## config.mk

```make
export PLATFORM = sky130hd
export DESIGN_NAME = rnd80_unit
export DESIGN_NICKNAME = d
export VERILOG_FILES = /design/src/rtl/rnd80_pkg.sv /design/src/rtl/rnd80_classify.sv /design/src/rtl/rnd80_decide.sv /design/src/rtl/rnd80_apply.sv /design/src/rtl/rnd80_unit.sv
export SDC_FILE = /design/constraint.sdc
export NUM_CORES = 1
export LEC_CHECK = 0
export ABC_AREA = 1
export ABC_CLOCK_PERIOD_IN_PS = 3400
export BUFFER_PORTS_ARGS = -buffer_cell sky130_fd_sc_hd__buf_2
export CAP_MARGIN = 20
export CORE_ASPECT_RATIO = 1.2
export CORE_MARGIN = 10
export CORE_UTILIZATION = 55
export CTS_CLUSTER_SIZE = 28
export DETAILED_ROUTE_END_ITERATION = 8
export HOLD_SLACK_MARGIN = 0.1
export PLACE_DENSITY_LB_ADDON = 0.15
export SLEW_MARGIN = 20
export SYNTH_ARGS = -nofsm -noshare
export SYNTH_HDL_FRONTEND = slang
export SYNTH_HIERARCHICAL = 1
export SYNTH_SLANG_ARGS = --single-unit
export TNS_END_PERCENT = 10
```

## constraint.sdc

```tcl
create_clock -name clk -period 3.4 [get_ports clk]
set_input_delay 0.85 -clock clk [delete_from_list [all_inputs] [get_ports clk]]
set_output_delay 0.85 -clock clk [all_outputs]
set_load 0.005 [all_outputs]
```

## src/rtl/rnd80_pkg.sv

```systemverilog
// Shared widths and types for the extended-precision rounder.
// Assumes the 80-bit word is sign | 15-bit exponent | 64-bit explicit mantissa.
package rnd80_pkg;

    localparam int EXP_W = 15;
    localparam int MAN_W = 64;
    localparam int VAL_W = 1 + EXP_W + MAN_W;

    localparam logic [EXP_W-1:0] EXP_TOP = '1;
    localparam logic [EXP_W-1:0] EXP_BIG = EXP_TOP - 1'b1;

    // Operand class, settled in stage one.
    typedef enum logic [1:0] {
        CLS_NORM    = 2'd0,
        CLS_ZERO    = 2'd1,
        CLS_TINY    = 2'd2,
        CLS_SPECIAL = 2'd3
    } cls_t;

    // Rounding direction; the encoding is fixed at the port.
    typedef enum logic [1:0] {
        DIR_NEAR = 2'b00,
        DIR_ZERO = 2'b01,
        DIR_DOWN = 2'b10,
        DIR_UP   = 2'b11
    } dir_t;

    // Kept mantissa width; index into the per-width generate arrays.
    typedef enum logic [1:0] {
        KEEP_EXT = 2'd0,
        KEEP_SGL = 2'd1,
        KEEP_DBL = 2'd2
    } keep_t;

    // Record handed from stage one to stage two.
    typedef struct packed {
        logic             sign;
        logic [EXP_W-1:0] exp;
        logic [MAN_W-1:0] man;
        cls_t             cls;
        keep_t            keep;
        logic             inc;
        logic             inexact;
    } stage_t;

endpackage

```

## src/rtl/rnd80_classify.sv

```systemverilog
// Splits the operand into fields, sorts it into a class and decodes the
// precision field into a kept width. Purely combinational.
// Assumes: exponent all ones is infinity/NaN, exponent zero is zero/denormal.
module rnd80_classify
    import rnd80_pkg::*;
#(
    parameter int GUARD_W = 8
) (
    input  logic [VAL_W-1:0]   val,
    input  logic [GUARD_W-1:0] ext,
    input  logic [1:0]         prec,
    output logic               sign,
    output logic [EXP_W-1:0]   exp,
    output logic [MAN_W-1:0]   man,
    output cls_t               cls,
    output keep_t              keep
);

    assign sign = val[VAL_W-1];
    assign exp  = val[VAL_W-2 -: EXP_W];
    assign man  = val[MAN_W-1:0];

    // Purpose: sort the operand by its exponent and residue.
    always_comb begin
        if (exp == EXP_TOP)
            cls = CLS_SPECIAL;
        else if (exp == '0)
            cls = ((man == '0) && (ext == '0)) ? CLS_ZERO : CLS_TINY;
        else
            cls = CLS_NORM;
    end

    // Purpose: map the precision code to a kept width; code 11 means extended.
    always_comb begin
        case (prec)
            2'b01:   keep = KEEP_SGL;
            2'b10:   keep = KEEP_DBL;
            default: keep = KEEP_EXT;
        endcase
    end

endmodule

```

## src/rtl/rnd80_decide.sv

```systemverilog
// Stage-one rounding decision: for each kept width it forms the truncated
// mantissa and the last-kept, guard and sticky bits, then selects one set
// and decides whether to add one unit in the last kept place.
// Assumes GUARD_W >= 2 so the extended width also has a sticky field.
module rnd80_decide
    import rnd80_pkg::*;
#(
    parameter int GUARD_W  = 8,
    parameter int SGL_BITS = 24,
    parameter int DBL_BITS = 53
) (
    input  logic               sign,
    input  logic [MAN_W-1:0]   man,
    input  logic [GUARD_W-1:0] ext,
    input  keep_t              keep,
    input  dir_t               dir,
    output logic [MAN_W-1:0]   kept,
    output logic               inc,
    output logic               inexact
);

    localparam int FULL_W = MAN_W + GUARD_W;
    localparam int N_KEEP = 3;

    logic [FULL_W-1:0] full;
    logic [N_KEEP-1:0] lsb_v;
    logic [N_KEEP-1:0] grd_v;
    logic [N_KEEP-1:0] stk_v;
    logic [MAN_W-1:0]  kept_v [N_KEEP];

    logic lsb;
    logic grd;
    logic stk;

    assign full = {man, ext};

    // One slice per supported width.
    for (genvar gi = 0; gi < N_KEEP; gi++) begin : g_width
        localparam int KB   = (gi == 0) ? MAN_W : ((gi == 1) ? SGL_BITS : DBL_BITS);
        localparam int DROP = FULL_W - KB;
        localparam int CUT  = MAN_W - KB;
        localparam logic [MAN_W-1:0] KMASK =
            ~((MAN_W'(1) << CUT) - MAN_W'(1));

        assign lsb_v[gi]  = full[DROP];
        assign grd_v[gi]  = full[DROP-1];
        assign stk_v[gi]  = |full[DROP-2:0];
        assign kept_v[gi] = man & KMASK;
    end

    // Purpose: pick the slice matching the selected width.
    always_comb begin
        lsb  = lsb_v[keep];
        grd  = grd_v[keep];
        stk  = stk_v[keep];
        kept = kept_v[keep];
    end

    assign inexact = grd | stk;

    // Purpose: decide the one-unit increment from direction, sign and residue.
    always_comb begin
        case (dir)
            DIR_NEAR: inc = grd & (stk | lsb);
            DIR_ZERO: inc = 1'b0;
            DIR_DOWN: inc = sign & inexact;
            DIR_UP:   inc = ~sign & inexact;
            default:  inc = 1'b0;
        endcase
    end

endmodule

```

## src/rtl/rnd80_apply.sv

```systemverilog
// Stage-two datapath: adds the chosen unit, renormalises on carry-out,
// saturates to infinity on exponent overflow and builds the output word and
// flags for every operand class. Purely combinational.
// Assumes normal operands carry a set integer bit.
module rnd80_apply
    import rnd80_pkg::*;
#(
    parameter int SGL_BITS = 24,
    parameter int DBL_BITS = 53
) (
    input  stage_t             rec,
    output logic [VAL_W-1:0]   res,
    output logic               res_inx,
    output logic               res_ovf,
    output logic               res_unf
);

    localparam int N_KEEP = 3;

    logic [MAN_W-1:0] ulp_v [N_KEEP];
    logic [MAN_W-1:0] ulp;
    logic [MAN_W:0]   sum;
    logic             carry;
    logic [EXP_W-1:0] exp_n;
    logic [MAN_W-1:0] man_n;
    logic             ovf;

    // Unit in the last kept place for each width.
    for (genvar gi = 0; gi < N_KEEP; gi++) begin : g_ulp
        localparam int KB  = (gi == 0) ? MAN_W : ((gi == 1) ? SGL_BITS : DBL_BITS);
        localparam int CUT = MAN_W - KB;
        assign ulp_v[gi] = MAN_W'(1) << CUT;
    end

    assign ulp = ulp_v[rec.keep];

    // Purpose: add the unit and renormalise a carry into the exponent.
    always_comb begin
        sum   = {1'b0, rec.man} + (rec.inc ? {1'b0, ulp} : '0);
        carry = sum[MAN_W];
        exp_n = rec.exp + EXP_W'(carry);
        man_n = carry ? {1'b1, {(MAN_W-1){1'b0}}} : sum[MAN_W-1:0];
        ovf   = carry && (rec.exp == EXP_BIG);
    end

    // Purpose: assemble the result word and flags per class.
    always_comb begin
        res     = {rec.sign, rec.exp, rec.man};
        res_inx = 1'b0;
        res_ovf = 1'b0;
        res_unf = 1'b0;
        case (rec.cls)
            CLS_TINY: begin
                res     = {rec.sign, {(VAL_W-1){1'b0}}};
                res_inx = 1'b1;
                res_unf = 1'b1;
            end
            CLS_NORM: begin
                if (ovf) begin
                    res     = {rec.sign, EXP_TOP, {MAN_W{1'b0}}};
                    res_inx = 1'b1;
                    res_ovf = 1'b1;
                end else begin
                    res     = {rec.sign, exp_n, man_n};
                    res_inx = rec.inexact;
                end
            end
            default: ;
        endcase
    end

endmodule

```

## src/rtl/rnd80_unit.sv

```systemverilog
// Two-stage rounder for 80-bit extended-precision results. Stage one
// classifies the operand and decides the increment; stage two applies it.
// Output strobe follows input strobe by two cycles; one operand per cycle.
// Assumes in_ext continues the mantissa below bit 0 and GUARD_W >= 2.
module rnd80_unit
    import rnd80_pkg::*;
#(
    parameter int GUARD_W  = 8,
    parameter int SGL_BITS = 24,
    parameter int DBL_BITS = 53
) (
    input  logic               clk,
    input  logic               rst_n,
    input  logic               in_valid,
    input  logic [79:0]        in_val,
    input  logic [GUARD_W-1:0] in_ext,
    input  logic [1:0]         in_prec,
    input  logic [1:0]         in_rnd,
    output logic               out_valid,
    output logic [79:0]        out_val,
    output logic               out_inexact,
    output logic               out_overflow,
    output logic               out_underflow
);

    logic             c_sign;
    logic [EXP_W-1:0] c_exp;
    logic [MAN_W-1:0] c_man;
    cls_t             c_cls;
    keep_t            c_keep;
    logic [MAN_W-1:0] c_kept;
    logic             c_inc;
    logic             c_inx;
    stage_t           s1_d;
    stage_t           s1_q;
    logic             s1_vld;

    logic [VAL_W-1:0] r_val;
    logic             r_inx;
    logic             r_ovf;
    logic             r_unf;

    rnd80_classify #(
        .GUARD_W (GUARD_W)
    ) i_classify (
        .val  (in_val),
        .ext  (in_ext),
        .prec (in_prec),
        .sign (c_sign),
        .exp  (c_exp),
        .man  (c_man),
        .cls  (c_cls),
        .keep (c_keep)
    );

    rnd80_decide #(
        .GUARD_W  (GUARD_W),
        .SGL_BITS (SGL_BITS),
        .DBL_BITS (DBL_BITS)
    ) i_decide (
        .sign    (c_sign),
        .man     (c_man),
        .ext     (in_ext),
        .keep    (c_keep),
        .dir     (dir_t'(in_rnd)),
        .kept    (c_kept),
        .inc     (c_inc),
        .inexact (c_inx)
    );

    // Purpose: build the stage-one record; non-normal operands keep their mantissa.
    always_comb begin
        s1_d.sign    = c_sign;
        s1_d.exp     = c_exp;
        s1_d.man     = (c_cls == CLS_NORM) ? c_kept : c_man;
        s1_d.cls     = c_cls;
        s1_d.keep    = c_keep;
        s1_d.inc     = (c_cls == CLS_NORM) && c_inc;
        s1_d.inexact = (c_cls == CLS_NORM) && c_inx;
    end

    // Purpose: stage-one pipeline register.
    always_ff @(posedge clk) begin
        if (!rst_n) begin
            s1_vld <= 1'b0;
            s1_q   <= '0;
        end else begin
            s1_vld <= in_valid;
            s1_q   <= s1_d;
        end
    end

    rnd80_apply #(
        .SGL_BITS (SGL_BITS),
        .DBL_BITS (DBL_BITS)
    ) i_apply (
        .rec     (s1_q),
        .res     (r_val),
        .res_inx (r_inx),
        .res_ovf (r_ovf),
        .res_unf (r_unf)
    );

    // Purpose: stage-two output register.
    always_ff @(posedge clk) begin
        if (!rst_n) begin
            out_valid     <= 1'b0;
            out_val       <= '0;
            out_inexact   <= 1'b0;
            out_overflow  <= 1'b0;
            out_underflow <= 1'b0;
        end else begin
            out_valid     <= s1_vld;
            out_val       <= r_val;
            out_inexact   <= r_inx;
            out_overflow  <= r_ovf;
            out_underflow <= r_unf;
        end
    end

endmodule

```

After elaboration in Yosys (flattened, before gate mapping). Index checks and enable logic that the tools add are counted.

Register bits: 171. Input bits: 95. Output and inout bits: 84. Word-level logic and storage cells: 74.

Add/subtract/negate cells: 2. Magnitude comparators: 3. Eq/ne operators: 8. Mux-type cells: 26. Bitwise gates (word level): 8. Reduce and logical (&&, ||, !) cells: 14.

Operator list (number): 64-bit 2-to-1 mux (7); 64-bit binary-select mux with 2-bit select (2); 79-bit case mux with 2 select lines (1); 79-bit 2-to-1 mux (1); 64-bit by 65-bit adder with 65-bit output (1); 64-bit logical NOT (1); 47-bit OR reduction (1); 15-bit equality test, second input constant (2); 18-bit OR reduction (1); 15-bit by 1-bit adder with 15-bit output (1); 15-bit logical NOT (1); 2-bit equality test, second input constant (4); 8-bit logical NOT (1); 7-bit OR reduction (1); 1-bit binary-select mux with 2-bit select (3); 3-bit >= comparator, second input constant (2); 2-bit logical NOT (3); 1-bit 2-to-1 mux (6); 2-bit 2-to-1 mux (3); 2-bit NOT with 3-bit output (2); 2-bit by 1-bit equality test with 1-bit output, second input constant (2); 1-bit logical AND (4); 1-bit case mux with 4 select lines (1); 2-bit case mux with 2 select lines (1); 6 further kinds (9).

Depth between registers and ports, before layout.
Word-level depth: 9. Gate-level depth with buffers: 28. Gate-level depth less buffers: 28.

Hierarchy. Netlist, hierarchy kept.

By module, submodules not included: rnd80_unit (instances 1, cells an instance 740, area an instance 5651.7 um^2, seq. area each 3423.3 um^2); rnd80_apply (instances 1, cells an instance 770, area an instance 3739.8 um^2, seq. area each 0.0 um^2); rnd80_classify (instances 1, cells an instance 170, area an instance 968.4 um^2, seq. area each 0.0 um^2); rnd80_decide (instances 1, cells an instance 211, area an instance 832.0 um^2, seq. area each 0.0 um^2).

Worst setup path after synthesis. OpenSTA, ideal clock, no wires.

Path kind: register to register. From: reg s1_q[1] in the netlist's numbering. To: reg out_val[71]. Setup time: 109 ps. Data arrival time: 2853 ps. Required time: 3291 ps. Setup slack: 438 ps. Stages on the path, launching flop included: 29. Buffers on the path: 0. Period minus slack after synthesis: 2962 ps. Cell sequence: dfxtp_1 inv_1 nor3_1 ha_1 ha_1 nand3_2 inv_2 nand2_2 inv_2 nand2_1 nand2_2 nand2_1 nand2_4 nand2_4 inv_1 ha_1 nand2_1 nor2_1 nand2_1 nor3_2 inv_1 nor2_1 nand2_1 nor2_1 nor2_1 nand2_1 nand2_1 nand2_1 inv_1.

Longest elaborated chain between the ends: 5. Elaborated cells on any way between the ends: 6. Classes of those cells: add/sub: 2; mux: 3; reduce/logical: 1.

Ends and longest elaborated chain: start, declared (RTL line rnd80_unit.sv:35) `stage_t s1_q;`; start signal, assigned (RTL line rnd80_unit.sv:86) `s1_q <= '0;`; start signal, assigned (RTL line rnd80_unit.sv:89) `s1_q <= s1_d;`; 64-bit 2-to-1 mux * (RTL line rnd80_apply.sv:39) `sum = {1'b0, rec.man} + (rec.inc ? {1'b0, ulp} : '0);`; 64-bit by 65-bit adder with 65-bit output * (RTL line rnd80_apply.sv:39); 15-bit by 1-bit adder with 15-bit output / 1-bit logical AND (equally long branches) (RTL line rnd80_apply.sv:41, rnd80_apply.sv:43); 79-bit 2-to-1 mux * (RTL line rnd80_apply.sv:59) `if (ovf) begin`; 79-bit case mux with 2 select lines * (RTL line rnd80_apply.sv:52) `case (rec.cls)`; net r_val[71] (RTL line rnd80_unit.sv:38) `logic [VAL_W-1:0] r_val;`; end signal, assigned (RTL line rnd80_unit.sv:114) `out_val <= r_val;`; end, declared (RTL line rnd80_unit.sv:20) `output logic [79:0] out_val,`.

Mark *: on every way through the listed nets, which the timed path passes. The rest lies on a longest branch. A chain may end at the register's enable or synchronous reset.

Worst setup path in the final report. Same ends and word-level chain as after synthesis.

==> results.cfg <==
[worst_setup_path]
worst_setup_path_end_kind = flip-flop
worstPathArrival_ns = 3.51
path_common_cell = nand2_4
crit_type = reg2reg
worstSetupStartpointType = flip-flop
critPathSlowestCell = dfxtp_2
required_ns = 3.74
crit_fanout = 4
cp_top_family = simple AND/OR/NAND/NOR gates
critical_path_buf_inv_count = 6
max_stage_delay_ns = 0.33

[logic_synthesis]
synth_adder_area_share_pct = 0.671
syn_inst = 1891
synthMuxAreaShare_pct = 0
synth-simple-area-share_pct = 41.0
synth-edff-count = 0
yosysWarnings = 6
ys_seq_elements = 171
ys.flop_type = dfxtp_1
syn-num-nets = 1992
avgSynthCellArea_sq_um = 5.92
synth_area_sq_mm = 0.0112
synth_xor_area_share_pct = 3.68
synth_compound_area_share_pct = 3.99
synth_top_family_by_area = simple AND/OR/NAND/NOR gates
synth_cell_types = 40
seq_area_frac_synth_pct = 30.6
async_reset_ff_share_pct = 0

[sta]
min_period_ns = 3.18
setup-violations-final = 0
period_share_pct = 93.4
drv_slew = 0
tightest_slew_ns = 0.767
finClkSkew_ns = 0.0144
setup_tns_ns = 0
fmax_mhz = 315
relSlewSlack_pct = 48.8
hold_viol_final = 0

[job]
maxCapViolCount = 0

[route]
vias_per_cell = 4.91
antenna_left = 0
drt_first_iter_violations = 830
vias = 11066
routed_wl_um = 33200
first_pass_iters = 5
route.detailed.wl_per_inst_um = 14.7
drc = 0

[pwr]
p_leak_nw = 7.23
power_w = 0.00459
seq_power_share_pct = 47.7
pwr-share-clk_pct = 41.1
p_comb_share_pct = 11.3
switching_share_pct = 28.6
power_density_mw_per_mm2 = 370
internal_power_w = 0.00327
p_switching_w = 0.00131
vdd_drop_max_mv = 0.331

[cts]
clk-insertion-delay-late_ns = 0.44
cts_hold_buf = 0
clockBufferDepth = 2
htreeDepth = 4
cts_tree = done
cts_made_buffers = 17
clkSinkCount = 171
clk_pin_slew_ns = 0.08
root_buffer = clkbuf_16

[placed_design]
dp.final_hpwl_um = 26400
numPortBuffers = 178
gp_congestion = 0.967

[run_status]
status = completed

[global_routing]
grt_max_degree = 90
antenna_found_initial = 0
grt_util_all_layers_pct = 24.7
grt_pass1_wl_um = 52400
grt_overflow = 0
grt_pass1_vias = 10234

[die]
ios = 179
rows = 57
core-area_sq_mm = 0.0201
initial_utilization_pct = 55.6
die_area_sq_mm = 0.0265
die_y_um = 176
fp.dieW_um = 150

[cells_and_area]
syn_to_final_growth_pct = 10.7
fillers = 2012
drive_gt1_share_pct = 15.2
n_antenna_cell = 0
final_nets = 2077

[min_path]
holdCritPathClass = reg2reg
## cell usage in the layout (no fill, tap or decap), types with 17 or more instances in the layout
cell	netlist	routed
nand2_1	552	547
nor2_1	379	375
inv_1	336	334
buf_2	12	177
dfxtp_1	171	170
nand3_1	68	68
nand4_1	42	42
xor2_1	41	41
buf_4	108	25
o21ai_1	20	21
o22ai_1	21	21
nor3_1	21	20
clkbuf_16	0	17
## worst reg2reg max path, delay by kind of cell (launching register included)
| family | cells | cell delay, ns |
|---|---|---|
| simple gates | 19 | 1.83 |
| flops | 1 | 0.33 |
| buf+inv | 6 | 0.40 |
| fa+ha+maj | 3 | 0.54 |
## registers in the layout, summed over array words and instances, names as in the netlist
register       flops
out_inexact        1
out_overflow       1
out_underflow      1
out_val           80
out_valid          1
s1_q              86
s1_vld             1
## routing by layer
metal / track usage (%) / wire (um)
met1: 33.7 / 15200
met3: 5.15 / 2760
met4: 8.92 / 829
met2: 37.5 / 14400
met5: 0 / 0
## timing repair
item | CTS | global route
gates resized for setup | 1 | 26
setup endpoints to repair | 1 | 7
setup buffers | 0 | 5
cloned | 0 | 0
pin swaps | 0 | 8
## metrics by stage
step                      utilization, %  hold slack, ns  setup WS (ns)  instance area (sq um)  cells
after floorplan                        -           0.390          0.438                  11200   1891
after global placement              58.0           0.403          0.148                  11700   2217
after detailed placement            58.0           0.408         0.0230                  11700   2217
after CTS                           60.9           0.428         0.0208                  12300   2249
after global routing                61.6           0.449       -0.00470                  12400   2254
final                               61.6           0.422          0.224                  12400   2254
## cells in the mapped netlist (2+ instances only)
cell type  count  area, sq um
buf_4        108          811
ha_1           6         75.1
clkbuf_1      12         45.0
buf_2         12         60.1
o21bai_2       2         22.5
o21ai_1       20          100
buf_6          2         22.5
nor3_2         5         50.1
nor2_2        10         62.6
nand2_1      552         2070
xnor2_1        6         52.6
o211ai_2       2         25.0
nand4_2        2         25.0
inv_1        336         1260
nand4_1       42          263
nand2_2        8         50.1
nor2_1       379         1420
nand2_4        3         33.8
nand3_2        5         50.1
inv_2          9         33.8
o211ai_1       2         15.0
xor2_1        41          359
a22oi_1        2         15.0
nand3b_1       7         52.6
dfxtp_1      171         3420
buf_1          5         18.8
o21ai_0       16         80.1
and2_1         3         18.8
nand3_1       68          340
o22ai_1       21          131
nor3_1        21          105
a21oi_1        5         25.0
## worst paths after layout
path,startpoint,to,slack (ns),cells after the start
max reg2reg,s1_q[1],out_val[71],0.22,28
min reg2reg,s1_vld,out_valid,0.42,2
min,s1_vld,out_valid,0.42,2
max,s1_q[1],out_val[71],0.22,28
## cells by family (layout without fill, tap and decap cells)
group / after synthesis / in the layout
AND/OR/NAND/NOR: 1110 / 1110
buffers and inverters: 484 / 582
flip-flops: 171 / 171
AO/OA/AOI/OAI: 73 / 73
XOR/XNOR: 47 / 47
adder cells (fa/ha/maj): 6 / 6
## final cells by class
class / instances / area, sq um / area share [%]
Tap cell: 265 / 332 / 2.68
Inverter: 345 / 1300 / 10.5
Timing Repair Buffer: 205 / 1130 / 9.15
Clock inverter: 15 / 153 / 1.23
Sequential cell: 171 / 3420 / 27.6
Multi-Input combinational cell: 1236 / 5620 / 45.4
Clock buffer: 17 / 425 / 3.43
## power groups by stage
stage	registers [W]	clock network, W	logic (W)
floorplan	0.00220	0	0.000388
detailed placement	0.00223	0	0.000513
global route	0.00220	0.00198	0.000597
global placement	0.00222	0	0.000503
finish	0.00219	0.00189	0.000517
CTS	0.00218	0.00191	0.000515
Note: power is estimated with default switching activity, not from simulation.
